===== config.mk =====
export PLATFORM = sky130hd
export DESIGN_NAME = ccsi_top
export DESIGN_NICKNAME = d
export VERILOG_FILES = /design/src/rtl/ccsi_pkg.sv /design/src/rtl/ccsi_strobe.sv /design/src/rtl/ccsi_seq.sv /design/src/rtl/ccsi_reqq.sv /design/src/rtl/ccsi_top.sv
export SDC_FILE = /design/constraint.sdc
export NUM_CORES = 1
export LEC_CHECK = 0
export BUFFER_PORTS_ARGS = -buffer_cell sky130_fd_sc_hd__buf_4
export CAP_MARGIN = 20
export CELL_PAD_IN_SITES_DETAIL_PLACEMENT = 1
export CELL_PAD_IN_SITES_GLOBAL_PLACEMENT = 2
export CORE_UTILIZATION = 41
export CTS_BUF_LIST = sky130_fd_sc_hd__clkbuf_4 sky130_fd_sc_hd__clkbuf_8
export DETAILED_ROUTE_END_ITERATION = 6
export PLACE_DENSITY = 0.86
export SLEW_MARGIN = 20
export SYNTH_ARGS = -nofsm -noshare
export SYNTH_HDL_FRONTEND = slang
export SYNTH_SLANG_ARGS = --single-unit

===== constraint.sdc =====
create_clock -name clk -period 5.6 [get_ports clk]
set_clock_uncertainty 0.15 [all_clocks]
set_input_delay 0.56 -clock clk [delete_from_list [all_inputs] [get_ports clk]]
set_output_delay 0.56 -clock clk [all_outputs]
set_load 0.1 [all_outputs]

===== src/rtl/ccsi_pkg.sv =====
package ccsi_pkg;

  typedef enum logic [2:0] {
    OP_RD_ARRAY   = 3'd0,
    OP_AUTOSEL    = 3'd1,
    OP_PROGRAM    = 3'd2,
    OP_BLK_ERASE  = 3'd3,
    OP_CHIP_ERASE = 3'd4,
    OP_SUSPEND    = 3'd5,
    OP_RESUME     = 3'd6
  } ccsi_op_e;

  typedef enum logic [2:0] {
    S_IDLE, S_UNL1, S_UNL2, S_PROG, S_ERA3, S_ERA4, S_ERA5
  } ccsi_state_e;

  localparam logic [15:0] KEY_ADDR1 = 16'h0555;
  localparam logic [15:0] KEY_ADDR2 = 16'h02AA;
  localparam logic [7:0]  KEY_DATA1 = 8'hAA;
  localparam logic [7:0]  KEY_DATA2 = 8'h55;
  localparam logic [7:0]  CMD_AUTOSEL = 8'h90;
  localparam logic [7:0]  CMD_PROGRAM = 8'hA0;
  localparam logic [7:0]  CMD_ERASE   = 8'h80;
  localparam logic [7:0]  CMD_CHIP    = 8'h10;
  localparam logic [7:0]  CMD_BLOCK   = 8'h30;
  localparam logic [7:0]  CMD_SUSPEND = 8'hB0;
  localparam logic [7:0]  CMD_RESUME  = 8'h30;
  localparam logic [7:0]  CMD_RESET   = 8'hF0;

endpackage


===== src/rtl/ccsi_strobe.sv =====
module ccsi_strobe #(
  parameter int AW = 20,
  parameter int DW = 8
) (
  input  logic          clk,
  input  logic          rst_n,
  input  logic          ce_n,
  input  logic          we_n,
  input  logic [AW-1:0] addr_i,
  input  logic [DW-1:0] data_i,
  output logic          ev_o,
  output logic [AW-1:0] ev_addr_o,
  output logic [DW-1:0] ev_data_o
);
  logic          strobe;
  logic          strobe_q;
  logic          fall;
  logic          rise;
  logic [AW-1:0] addr_lat;

  assign strobe = ce_n | we_n;
  assign fall   = strobe_q & ~strobe;
  assign rise   = ~strobe_q & strobe;

  always_ff @(posedge clk or negedge rst_n) begin
    if (!rst_n) begin
      strobe_q  <= 1'b1;
      addr_lat  <= '0;
      ev_o      <= 1'b0;
      ev_addr_o <= '0;
      ev_data_o <= '0;
    end else begin
      strobe_q <= strobe;
      ev_o     <= rise;
      if (fall) addr_lat <= addr_i;
      if (rise) begin
        ev_addr_o <= addr_lat;
        ev_data_o <= data_i;
      end
    end
  end
endmodule


===== src/rtl/ccsi_seq.sv =====
module ccsi_seq
  import ccsi_pkg::*;
#(
  parameter int AW  = 20,
  parameter int DW  = 8,
  parameter int KAW = 11
) (
  input  logic          clk,
  input  logic          rst_n,
  input  logic          ev,
  input  logic          hold,
  input  logic [AW-1:0] ev_addr,
  input  logic [DW-1:0] ev_data,
  input  logic          eng_busy,
  input  logic          eng_erasing,
  input  logic          eng_suspended,
  output logic          issue,
  output ccsi_op_e      issue_op,
  output logic          autosel_q
);
  localparam logic [KAW-1:0] KA1 = KAW'(KEY_ADDR1);
  localparam logic [KAW-1:0] KA2 = KAW'(KEY_ADDR2);

  ccsi_state_e state_q, state_d;
  logic        autosel_d;
  logic        take;
  logic        key1, key2;
  logic        fault;
  logic [7:0]  cmd;

  assign take = ev & ~hold;
  assign cmd  = 8'(ev_data);
  assign key1 = (ev_addr[KAW-1:0] == KA1) && (cmd == KEY_DATA1);
  assign key2 = (ev_addr[KAW-1:0] == KA2) && (cmd == KEY_DATA2);

  always_comb begin
    state_d   = state_q;
    autosel_d = autosel_q;
    issue     = 1'b0;
    issue_op  = OP_RD_ARRAY;
    fault     = 1'b0;
    if (take) begin
      if (state_q != S_PROG && cmd == CMD_RESET) begin
        state_d   = S_IDLE;
        autosel_d = 1'b0;
        issue     = 1'b1;
        issue_op  = OP_RD_ARRAY;
      end else begin
        unique case (state_q)
          S_IDLE: begin
            if (cmd == CMD_SUSPEND && eng_erasing && !eng_suspended) begin
              issue    = 1'b1;
              issue_op = OP_SUSPEND;
            end else if (cmd == CMD_RESUME && eng_suspended) begin
              issue    = 1'b1;
              issue_op = OP_RESUME;
            end else if (key1) begin
              state_d = S_UNL1;
            end else begin
              fault = 1'b1;
            end
          end
          S_UNL1: if (key2) state_d = S_UNL2; else fault = 1'b1;
          S_UNL2: begin
            if (cmd == CMD_AUTOSEL && !eng_busy) begin
              state_d   = S_IDLE;
              autosel_d = 1'b1;
              issue     = 1'b1;
              issue_op  = OP_AUTOSEL;
            end else if (cmd == CMD_PROGRAM && !eng_busy) begin
              state_d = S_PROG;
            end else if (cmd == CMD_ERASE && !eng_busy && !eng_suspended) begin
              state_d = S_ERA3;
            end else begin
              fault = 1'b1;
            end
          end
          S_PROG: begin
            state_d  = S_IDLE;
            issue    = 1'b1;
            issue_op = OP_PROGRAM;
          end
          S_ERA3: if (key1) state_d = S_ERA4; else fault = 1'b1;
          S_ERA4: if (key2) state_d = S_ERA5; else fault = 1'b1;
          S_ERA5: begin
            state_d = S_IDLE;
            if (cmd == CMD_CHIP) begin
              issue    = 1'b1;
              issue_op = OP_CHIP_ERASE;
            end else if (cmd == CMD_BLOCK) begin
              issue    = 1'b1;
              issue_op = OP_BLK_ERASE;
            end else begin
              fault = 1'b1;
            end
          end
          default: fault = 1'b1;
        endcase
        if (fault) begin
          state_d   = S_IDLE;
          autosel_d = 1'b0;
        end
      end
    end
  end

  always_ff @(posedge clk or negedge rst_n) begin
    if (!rst_n) begin
      state_q   <= S_IDLE;
      autosel_q <= 1'b0;
    end else begin
      state_q   <= state_d;
      autosel_q <= autosel_d;
    end
  end
endmodule


===== src/rtl/ccsi_reqq.sv =====
module ccsi_reqq
  import ccsi_pkg::*;
#(
  parameter int AW = 20,
  parameter int DW = 8
) (
  input  logic          clk,
  input  logic          rst_n,
  input  logic          load,
  input  ccsi_op_e      op_i,
  input  logic [AW-1:0] addr_i,
  input  logic [DW-1:0] data_i,
  input  logic          ready,
  output logic          valid,
  output logic [2:0]    op_o,
  output logic [AW-1:0] addr_o,
  output logic [DW-1:0] data_o,
  output logic          hold_o
);
  assign hold_o = valid & ~ready;

  always_ff @(posedge clk or negedge rst_n) begin
    if (!rst_n) begin
      valid  <= 1'b0;
      op_o   <= 3'd0;
      addr_o <= '0;
      data_o <= '0;
    end else if (load) begin
      valid  <= 1'b1;
      op_o   <= op_i;
      addr_o <= addr_i;
      data_o <= data_i;
    end else if (ready) begin
      valid  <= 1'b0;
    end
  end
endmodule


===== src/rtl/ccsi_top.sv =====
module ccsi_top
  import ccsi_pkg::*;
#(
  parameter int AW  = 20,
  parameter int DW  = 8,
  parameter int KAW = 11
) (
  input  logic          clk,
  input  logic          rst_n,
  input  logic          ce_n,
  input  logic          we_n,
  input  logic [AW-1:0] addr_i,
  input  logic [DW-1:0] data_i,
  input  logic          eng_busy,
  input  logic          eng_erasing,
  input  logic          eng_suspended,
  output logic          req_valid,
  input  logic          req_ready,
  output logic [2:0]    req_op,
  output logic [AW-1:0] req_addr,
  output logic [DW-1:0] req_data,
  output logic          autosel_mode
);
  logic          ev;
  logic [AW-1:0] ev_addr;
  logic [DW-1:0] ev_data;
  logic          issue;
  ccsi_op_e      issue_op;
  logic          hold;

  ccsi_strobe #(.AW(AW), .DW(DW)) u_strobe (
    .clk(clk), .rst_n(rst_n), .ce_n(ce_n), .we_n(we_n),
    .addr_i(addr_i), .data_i(data_i),
    .ev_o(ev), .ev_addr_o(ev_addr), .ev_data_o(ev_data)
  );

  ccsi_seq #(.AW(AW), .DW(DW), .KAW(KAW)) u_seq (
    .clk(clk), .rst_n(rst_n), .ev(ev), .hold(hold),
    .ev_addr(ev_addr), .ev_data(ev_data),
    .eng_busy(eng_busy), .eng_erasing(eng_erasing),
    .eng_suspended(eng_suspended),
    .issue(issue), .issue_op(issue_op), .autosel_q(autosel_mode)
  );

  ccsi_reqq #(.AW(AW), .DW(DW)) u_reqq (
    .clk(clk), .rst_n(rst_n), .load(issue), .op_i(issue_op),
    .addr_i(ev_addr), .data_i(ev_data), .ready(req_ready),
    .valid(req_valid), .op_o(req_op), .addr_o(req_addr),
    .data_o(req_data), .hold_o(hold)
  );
endmodule


==> run_results.csv <==
group,metric,value,unit
status,outcome,"finished clean",
floorplan,std_cell_rows,35,
clock_network,clock_insertion_delay_worst_skew,0.36,ns
logic_synthesis,post_synth_instance_area,3857,sq um
floorplan,area_of_the_die,9800,sq um
min_path,hold_path.startpoint,"data_i[2]",
floorplan,placeableCoreArea,9196,sq um
logic_synthesis,synth_fp_nets,363,
grt,grtUsageMet1,27.42,%
drt,final_antenna_net_count,0,
sta,finalSetupViolCount,0,
clock_network,clkSinkCount,86,
setup_path,setup.worst_path.end_class,"flop",
grt,grt_overflow_total,0,
placement,port-buffer-count,68,
clock_network,postCtsSetupRepairBufs,0,
min_path,worstHoldPathCells,3,
sta,fmaxAchievable,351.8,MHz
sta,timing_worst_slew_pin_value,0.9811,ns
floorplan,initial_utilization,41.95,%
logic_synthesis,yosysSeqAreaShare,55.82,%
clock_network,post_cts_resize_count,0,
placement,detailedPlace.worstSlack,2.778,ns
setup_path,crit-reg2reg-launch,"u_strobe.ev_data_o[1]",
placement,dp_hpwl,6161,microns
sta,final-hold-violation-count,0,
setup_path,critical-path-top-delay-family,"simple AND/OR/NAND/NOR gates",
sta,setup_repair_after_global_routing_missed_its_margin,"false",
setup_path,regToRegEndpoint,"u_reqq.addr_o[0]",
clock_network,cts_hold_repair.buffers,1,
sta,drv_slew,0,
setup_path,cp_cell_sequence,"nor4_4 -> nand4b_1 -> o211ai_2 -> o21a_4 -> mux2_1",
sta,final_period_minus_worst_setup_slack,2.842,ns
drt,detail_route.drc_violations,0,
logic_synthesis,synthesized_area_divided_by_synthesized_cell_count,11.80,sq um
drt,routedWlPerCell,18.07,microns
floorplan,die_w,99.00,microns
clock_network,cts_made_buffers,9,
clock_network,clock_path_buffers,2,
setup_path,cp-start-kind,"flop",
drt,dr_total_vias,2715,
setup_path,critical_path_required,5.69,ns
min_path,worstHoldEndpoint,"u_strobe.ev_data_o[2]",
cells_and_area,final_layout_size_suffix_gt1_share,35.00,%
grt,global_route.usage.total,20.40,%
clock_network,cts.root.buffer_cell,"clkbuf_8",
drt,vias_per_cell,5.313,
min_path,min_path_type,"primary input to flop",
grt,grt_util_met3,2.624,%
grt,grt_antenna_before_repair,0,
power,power_per_standard_cell_area,563.5,nW/um^2
drt,dr.first_iter.drc_count,126,
clock_network,clkSlewWorstSetupHoldPaths,0.09,ns
power,ir_drop,252.0,uV
grt,grt_first_pass_wirelength,15370,microns
setup_path,timing.reg2reg.worst_path_depth,5,
cells_and_area,sequential_standard_cell_area,2153,sq um
grt,groute.layer.met2.usage,33.67,%
logic_synthesis,ys_types,47,
cells_and_area,fin_nets,431,
drt,drt-pass1-iter-count,4,
grt,top_usage_layer,"met2",
clock_network,clock_tree_from_tritoncts,"done",
cells_and_area,synthToLayoutAreaGrowth,19.56,%
setup_path,cp_slowest_stage_delay,0.70,ns
logic_synthesis,yosysWarnings,0,
setup_path,critical_path_arrival,2.93,ns
setup_path,timing.critical_path.slowest_stage_cell,"nor4_4",
sta,fin_tns_setup,0,ns
setup_path,r2r_setup_slack,2.76,ns
logic_synthesis,post_synth_inst_count,327,
clock_network,cts_htree_levels,3,
grt,vias_in_the_first_global_route,2971,
setup_path,critPathKind,"flop to flop",
placement,finalWeightedCongestion,0.8533,
setup_path,path_buf_inv,0,
floorplan,io-pin-count,69,
sta,slew_headroom,34.59,%
grt,grt_max_degree,61,
power,leakagePower,0.002259,uW
sta,final.setup.worst_slack,2.758,ns
cells_and_area,multi_input_area,1565,sq um
sta,finalCritPeriodShare,50.75,%
logic_synthesis,total_of_flip_flops_plus_latches_after_synthesis,86,
cells_and_area,antenna_cells,0,
job,maximum_capacitance_violations,0,
drt,detail_route.wirelength,9232,microns
setup_path,cp_max_fo,31,
floorplan,die_height,99.00,microns
cells_and_area,num-fill-cells,997,
## how the worst max path moves through the flow
stage,startpoint,to,slack [ns],depth (start not counted)
global route,u_strobe.ev_data_o[1],u_reqq.addr_o[0],2.63,5
detailed placement,u_strobe.ev_data_o[1],u_reqq.addr_o[0],2.78,5
floorplan,u_reqq.valid,u_reqq.addr_o[10],3.41,5
global placement,u_strobe.ev_data_o[1],u_reqq.addr_o[0],2.84,5
CTS,u_strobe.ev_data_o[1],u_reqq.addr_o[0],2.76,5
finish,u_strobe.ev_data_o[1],u_reqq.addr_o[0],2.76,5
## Yosys cell counts, drive strengths merged
master	n	area share, %
o2111ai	1	0.23
o311ai	1	0.42
a211oi	3	0.58
nand4b	2	0.45
and2b	2	0.39
and3b	1	0.23
o21ai	6	0.88
a22o	1	0.23
clkbuf	7	0.68
nor2b	2	0.32
nor4bb	3	0.78
nand3b	3	0.58
nand2	92	9.0
and2	4	0.65
o221ai	1	0.39
nand4	8	1.3
nor4	2	0.71
o21ba	1	0.26
a22oi	1	0.19
nor2	9	0.88
nor3b	1	0.19
and3	1	0.16
dfrtp	85	55
a21o	3	0.58
nor3	1	0.13
buf	6	2.2
dfstp	1	0.68
a31oi	2	0.32
o41ai	1	0.23
or2	1	0.16
and4	2	0.45
nand2b	2	0.32
nor4b	3	0.68
inv	7	0.68
nand3	5	0.65
mux2	48	17
o21a	3	0.78
a21oi	4	0.52
o211ai	1	0.32
## power breakdown
group          total, uW  switching (uW)  internal, uW
Sequential           927             141           786
Clock                454             239           215
Combinational       1220             888           331
Total               2600            1270          1330
## worst min-delay path, stage by stage
cell     delay (ns)
buf_4          0.08
nand2_1        0.04
nand2_1        0.05
## registers in the layout, summed over array words and instances (netlist names)
register	flops
u_strobe.addr_lat	20
u_seq.state_q	3
u_reqq.valid	1
u_reqq.op_o	3
u_strobe.ev_data_o	8
u_strobe.ev_addr_o	20
u_reqq.data_o	8
u_strobe.strobe_q	1
u_seq.autosel_q	1
u_strobe.ev_o	1
u_reqq.addr_o	20
## layout by cell type (no fill, tap or decap), drive strengths merged, types with 3 or more instances in the layout
| cell | n |
|---|---|
| clkbuf | 10 |
| nand3b | 3 |
| nand4 | 8 |
| nor4b | 3 |
| inv | 9 |
| nand3 | 5 |
| a21o | 3 |
| nand2 | 92 |
| o21a | 3 |
| nor4bb | 3 |
| and2 | 4 |
| o21ai | 6 |
| mux2 | 48 |
| a21oi | 4 |
| buf | 69 |
| a211oi | 3 |
| nor2 | 9 |
| dfrtp | 85 |
## layout make-up
class | instances | area share, %
Sequential cell | 86 | 46.69
Tap cell | 111 | 3.011
Clock inverter | 6 | 1.492
Multi-Input combinational cell | 221 | 33.94
Timing Repair Buffer | 70 | 11.45
Clock buffer | 10 | 2.849
Inverter | 7 | 0.5697
## cells by family (layout without fill, tap and decap cells)
logic type,count (synthesis),in the layout,share of synthesized area (%)
compound gates,29,29,5.936
buf+inv,20,93,3.601
flops,86,86,55.82
mux,48,48,16.64
simple gates,144,144,18.00
## metrics by stage
| stage | hold WS (ns) | utilization (%) | instances | instance area (sq um) | total power (uW) |
|---|---|---|---|---|---|
| after CTS | 0.2364 | 50.15 | 511 | 4612 | 2618 |
| after floorplan | 0.1144 | - | 327 | 3857 | 1879 |
| after global placement | 0.2978 | 47.86 | 494 | 4402 | 2139 |
| after global routing | 0.2393 | 50.15 | 511 | 4612 | 2697 |
| after detailed placement | 0.3067 | 47.86 | 494 | 4402 | 2157 |
| final | 0.2429 | 50.15 | 511 | 4612 | 2599 |
## layer usage
metal / wire (microns) / vias up
li1: - / 1257
met5: 0 / -
met4: 145 / 0
met3: 270 / 13
met1: 4303 / 1374
met2: 4513 / 71
(Power assumes the default switching activity.)
